## config.mk

```make
export PLATFORM = sky130hd
export DESIGN_NAME = bubble_therm_decoder
export DESIGN_NICKNAME = d
export VERILOG_FILES = /design/src/rtl/therm_pkg.sv /design/src/rtl/therm_datapath.sv /design/src/rtl/therm_control.sv /design/src/rtl/bubble_therm_decoder.sv
export SDC_FILE = /design/constraint.sdc
export NUM_CORES = 1
export LEC_CHECK = 0
export BUFFER_PORTS_ARGS = -buffer_cell sky130_fd_sc_hd__buf_2
export CAP_MARGIN = 10
export CORE_MARGIN = 2
export CORE_UTILIZATION = 32
export CTS_BUF_LIST = sky130_fd_sc_hd__clkbuf_8
export CTS_CLUSTER_DIAMETER = 80
export CTS_CLUSTER_SIZE = 10
export DETAILED_ROUTE_END_ITERATION = 16
export PLACE_DENSITY = 0.56
export SLEW_MARGIN = 5
export SYNTH_ARGS = -nofsm -noshare
export SYNTH_HDL_FRONTEND = slang
export SYNTH_SLANG_ARGS = --single-unit
```

## constraint.sdc

```tcl
create_clock -name clk -period 1 [get_ports clk]
set_input_delay 0.25 -clock clk [delete_from_list [all_inputs] [get_ports clk]]
set_output_delay 0.25 -clock clk [all_outputs]
set_load 0.01 [all_outputs]
```

## src/rtl/therm_pkg.sv

```systemverilog
package therm_pkg;

  // Strobes passed from the control to the datapath.
  typedef struct packed {
    logic loadCode;
    logic raiseValid;
    logic raiseError;
  } dec_strobe_t;

endpackage

```

## src/rtl/therm_datapath.sv

```systemverilog
module therm_datapath
  import therm_pkg::*;
#(
  parameter int WIDTH  = 16,
  parameter int CODE_W = $clog2(WIDTH)
) (
  input  logic              clk,
  input  logic              rstN,
  input  logic [WIDTH-1:0]  sampleWord,
  input  logic              fallEdge,
  input  dec_strobe_t       strobes,
  output logic              edgeOk,
  output logic              singleBound,
  output logic [CODE_W-1:0] codeQ
);

  localparam int LAST = WIDTH - 1;

  logic [WIDTH-1:0]  normWord;
  logic [WIDTH-1:0]  fixedWord;
  logic [WIDTH-2:0]  edgeMap;
  logic [CODE_W-1:0] locCode;
  logic              found;

  // Fold the falling polarity onto the rising one.
  assign normWord = fallEdge ? ~sampleWord : sampleWord;
  assign edgeOk   = normWord[0] & ~normWord[LAST];

  // Three-bit majority repair of interior bits; the end bits stay as sampled.
  assign fixedWord[0]    = normWord[0];
  assign fixedWord[LAST] = normWord[LAST];
  for (genvar i = 1; i < LAST; i++) begin : g_vote
    assign fixedWord[i] = (normWord[i-1] & normWord[i])
                        | (normWord[i]   & normWord[i+1])
                        | (normWord[i-1] & normWord[i+1]);
  end

  // Mark every neighbour pair that differs.
  for (genvar i = 0; i < LAST; i++) begin : g_bound
    assign edgeMap[i] = fixedWord[i] ^ fixedWord[i+1];
  end

  assign singleBound = $onehot(edgeMap);

  // The first differing pair ends the run that starts at bit 0.
  always_comb begin
    locCode = '0;
    found   = 1'b0;
    for (int i = 0; i < LAST; i++) begin
      if (!found && edgeMap[i]) begin
        locCode = CODE_W'(i);
        found   = 1'b1;
      end
    end
  end

  always_ff @(posedge clk or negedge rstN) begin
    if (!rstN) begin
      codeQ <= '0;
    end else if (strobes.loadCode) begin
      codeQ <= locCode;
    end
  end

  // a loaded code always points inside the tap range.
  a_r4_code_in_range: assert property (@(posedge clk) disable iff (!rstN)
    strobes.loadCode |=> (int'(codeQ) <= WIDTH - 2));

endmodule

```

## src/rtl/therm_control.sv

```systemverilog
module therm_control
  import therm_pkg::*;
(
  input  logic        clk,
  input  logic        rstN,
  input  logic        edgeOk,
  input  logic        singleBound,
  output dec_strobe_t strobes,
  output logic        validQ,
  output logic        errorQ
);

  always_comb begin
    strobes            = '0;
    strobes.loadCode   = edgeOk & singleBound;
    strobes.raiseValid = edgeOk & singleBound;
    strobes.raiseError = edgeOk & ~singleBound;
  end

  always_ff @(posedge clk or negedge rstN) begin
    if (!rstN) begin
      validQ <= 1'b0;
      errorQ <= 1'b0;
    end else begin
      validQ <= strobes.raiseValid;
      errorQ <= strobes.raiseError;
    end
  end

  // a word is either decoded or rejected, never both.
  a_r8_flags_exclusive: assert property (@(posedge clk) disable iff (!rstN)
    !(validQ && errorQ));

  // an error follows only from a candidate word.
  a_r6_error_needs_edge: assert property (@(posedge clk) disable iff (!rstN)
    errorQ |-> $past(edgeOk));

endmodule

```

## src/rtl/bubble_therm_decoder.sv

```systemverilog
module bubble_therm_decoder
  import therm_pkg::*;
#(
  parameter int WIDTH  = 16,
  parameter int CODE_W = $clog2(WIDTH)
) (
  input  logic              clk,
  input  logic              rstN,
  input  logic [WIDTH-1:0]  sampleWord,
  input  logic              fallEdge,
  output logic [CODE_W-1:0] fineCode,
  output logic              codeValid,
  output logic              codeError
);

  dec_strobe_t strobes;
  logic        edgeOk;
  logic        singleBound;

  therm_datapath #(.WIDTH(WIDTH), .CODE_W(CODE_W)) u_datapath (
    .clk        (clk),
    .rstN       (rstN),
    .sampleWord (sampleWord),
    .fallEdge   (fallEdge),
    .strobes    (strobes),
    .edgeOk     (edgeOk),
    .singleBound(singleBound),
    .codeQ      (fineCode)
  );

  therm_control u_control (
    .clk        (clk),
    .rstN       (rstN),
    .edgeOk     (edgeOk),
    .singleBound(singleBound),
    .strobes    (strobes),
    .validQ     (codeValid),
    .errorQ     (codeError)
  );

  // reset clears the flags.
  a_r1_reset_quiet: assert property (@(posedge clk)
    !rstN |=> (!codeValid && !codeError));

  // a word with equal end bits produces no report.
  a_r2_flat_word_quiet: assert property (@(posedge clk) disable iff (!rstN)
    (sampleWord[0] == sampleWord[WIDTH-1]) |=> (!codeValid && !codeError));

  // a valid pulse always traces back to an edge in the previous sample.
  a_r7_valid_after_edge: assert property (@(posedge clk) disable iff (!rstN)
    codeValid |-> $past(sampleWord[0] != sampleWord[WIDTH-1]));

  // the code moves only together with a valid pulse.
  a_r9_code_holds: assert property (@(posedge clk) disable iff (!rstN)
    !codeValid |-> (fineCode == $past(fineCode)));

endmodule

```

==> flow_metrics.tcl <==
set metrics [dict create \
    fp-row-count 25 \
    r2r_end "u_datapath.codeQ[0]$_DFFE_PN0P_" \
    die-area_mm2 0.005421 \
    yosysMostFrequentCell "inv_1" \
    synthTopCellsByCount "inv_1 (28), xnor2_1 (20), nor2_1 (17)" \
    setup_ws_ns -2.856 \
    drive_gt1_share_pct 49.26 \
    nets 315 \
    antenna_cells 0 \
    portBuffers 24 \
    start_kind "primary input" \
    final_area_mm2 0.002424 \
    finalCritPeriodShare_pct 385.6 \
    fmax_mhz 259.4 \
    synth_warnings 0 \
    start_util_pct 33.07 \
    path_clk_slew_ns 0.03 \
    drtIter0Drc 36 \
    clk_path_buf_depth 2 \
    first_pass_iters 4 \
    ff2ff_setup_slack_ns 0.14 \
    vdd_drop_max_mv 0.8174 \
    routedWlPerCell_um 11.76 \
    r2r-start "u_datapath.codeQ[0]$_DFFE_PN0P_" \
    insertion_delay_ns 0.22 \
    grt.overflow.total 0 \
    vias_per_cell 4.896 \
    crit_type "in2reg" \
    endpoint_kind "flop" \
    cts.sinks 6 \
    netlist_instances 199 \
    synth_top_area_share_pct 12.90 \
    synth-edff-count 0 \
    clock_skew_ns 0 \
    syn_area_per_cell_um2 7.796 \
    cts.htree.levels 1 \
    grt_antenna_before_repair 0 \
    die_h_um 73.63 \
    maxCapViolCount 0 \
    ys_seq_elements 6 \
    tightest_slew_ns 0.5279 \
    cp.required_ns 1.09 \
    p_per_area_mw_per_mm2 1530 \
    fp.coreArea_mm2 0.004692 \
    leakage_nw 1.156 \
    yosys_most_used_dff "dfrtp_1" \
    finalWeightedCongestion 0.7870 \
    postRouteAntennaNets 0 \
    synth_seq_area_share_pct 9.677 \
    hold_class "in2async" \
    numCtsBuffers 3 \
    drt_wl_total_um 3835 \
    first_global_vias 1582 \
    grt_setup_unrepaired "true" \
    grt_max_degree 11 \
    cts_tree "done" \
    setup_viol 6 \
    area_growth_pct 56.21 \
    die_w_um 73.63 \
    synthArstFlopShare_pct 100.0 \
    cts_root_buf "clkbuf_8" \
    fill_cells 447 \
    status "finished with violations" \
    synthTopCellsByArea "fa_1 (13%), xnor2_1 (11%), dfrtp_1 (9.7%)" \
    finalMaxSlewViolations 0 \
    synthesis.nets 240 \
    reg2reg_depth 3 \
    ios 25 \
    violations "negative setup slack" \
    synth_area_mm2 0.001551 \
    fin_cells 326 \
    grt_usage_pct 15.48 \
    worstSetupStartpoint "sampleWord[4]" \
    dpl.cell_count 316 \
    via_count 1596 \
    place_area_mm2 0.002131 \
    grt_pass1_wl_um 6782 \
    arrival_ns 3.95 \
    critical_path.endpoint "u_datapath.codeQ[0]$_DFFE_PN0P_" \
    synth_top_cell_by_area "fa_1" \
    hold_viol_final 0 \
    drc 0 \
    relSlewSlack_pct 64.43 \
    ys_types 53 \
    critPathMaxFanout 10 \
    period_needed_ns 3.856 \
    dp_hpwl_um 3112 \
]
==> worst max-delay path, stage by stage <==
cell and delay [ns]:
buf_4 0.15, xnor2_1 0.12, or2_1 0.23, inv_2 0.09, ha_4 0.20, fa_1 0.50
fa_1 0.51, inv_1 0.05, fa_1 0.42, inv_1 0.07, ha_2 0.17, inv_2 0.04
fa_2 0.33, xor2_1 0.16, and3_4 0.18, buf_4 0.13, a31o_2 0.24, o41ai_2 0.05
a21oi_1 0.07
==> registers in the layout, summed over array words and instances, names as in the netlist <==
register and flops:
u_control.errorQ 1, u_control.validQ 1, u_datapath.codeQ 4
==> cell families (layout without fill, tap and decap cells) <==
kind of cell / Yosys count / in the layout / share of synthesized area, %
compound gates: 45 / 45 / 20.49
xor+xnor: 22 / 22 / 12.42
fa+ha+maj: 22 / 22 / 22.58
buf+inv: 40 / 113 / 11.53
flops: 6 / 6 / 9.677
mux: 1 / 1 / 0.6452
simple gates: 63 / 63 / 22.66
==> how the worst min path moves through the flow <==
stage          startpoint                               to  depth (start not counted)
4_1_cts              rstN  u_datapath.codeQ[3]$_DFFE_PN0P_                          2
3_5_place_dp         rstN  u_datapath.codeQ[2]$_DFFE_PN0P_                          1
5_1_grt              rstN  u_datapath.codeQ[1]$_DFFE_PN0P_                          2
6_report             rstN  u_datapath.codeQ[3]$_DFFE_PN0P_                          2
3_3_place_gp         rstN  u_datapath.codeQ[1]$_DFFE_PN0P_                          1
2_1_floorplan        rstN       u_control.errorQ$_DFF_PN0_                          0
==> area by class of cell <==
type	instances	area, um2	share of cell area [%]
inverters	28	105.1	4.337
multi-input cells	153	1434	59.16
well taps	54	67.56	2.788
clock buffers	3	41.29	1.704
flip-flops and latches	6	150.1	6.195
repair buffers	82	625.6	25.81
==> per-stage QoR <==
stage	util (%)	hold WS, ns	total power [mW]	setup WS, ns	TNS (ns)
after floorplan	-	-0.04559	2.163	-2.954	-17.07
after global placement	45.41	0.07457	2.939	-3.186	-18.44
after detailed placement	45.41	0.07482	2.994	-3.207	-18.53
after CTS	49.23	0.3751	3.570	-2.892	-16.75
after global routing	51.65	0.4136	4.098	-3.025	-17.77
final	51.65	0.3788	3.709	-2.856	-16.61
==> per-layer routing <==
| metal | global-route usage (%) | vias up | part of all wire (%) | wire [um] |
|---|---|---|---|---|
| met2 | 25.69 | 25 | 45 | 1740 |
| met4 | 4.646 | 0 | 1.7 | 64 |
| met3 | 1.097 | 7 | 2.1 | 81 |
| met1 | 21.42 | 740 | 51 | 1949 |
| met5 | 0 | - | 0 | 0 |
| li1 | - | 824 | - | - |
==> what timing repair did <==
| item | in CTS | in global routing |
|---|---|---|
| hold buffers | 1 | 0 |
| pin swaps | 16 | 16 |
| buffers inserted | 2 | 4 |
| setup endpoints to repair | 6 | 9 |
| hold endpoints to repair | 6 | 0 |
| resized for setup | 30 | 23 |
==> cell usage in the layout (no fill, tap or decap), drive strengths merged, types with 2 or more instances in the layout <==
cell type and instances:
nand4 3, buf 81, a211oi 3, nor2 19, or3 3, nand2 10, xnor2 20, dfrtp 6
and2 5, a21boi 2, inv 28, o211ai 3, o21ai 11, nor3 6, o41ai 2, nand3 8
and3 2, fa 10, clkbuf 3, xor2 2, a21o 4, ha 12, a21oi 8, nor4b 2
a31oi 2
==> report_power, final <==
part | switching, mW | total (mW) | internal [mW]
sequential | 0.0428 | 0.395 | 0.352
combinational | 1.39 | 2.96 | 1.57
clock | 0.0978 | 0.356 | 0.258
No activity file was read; power rests on OpenSTA's default activity.
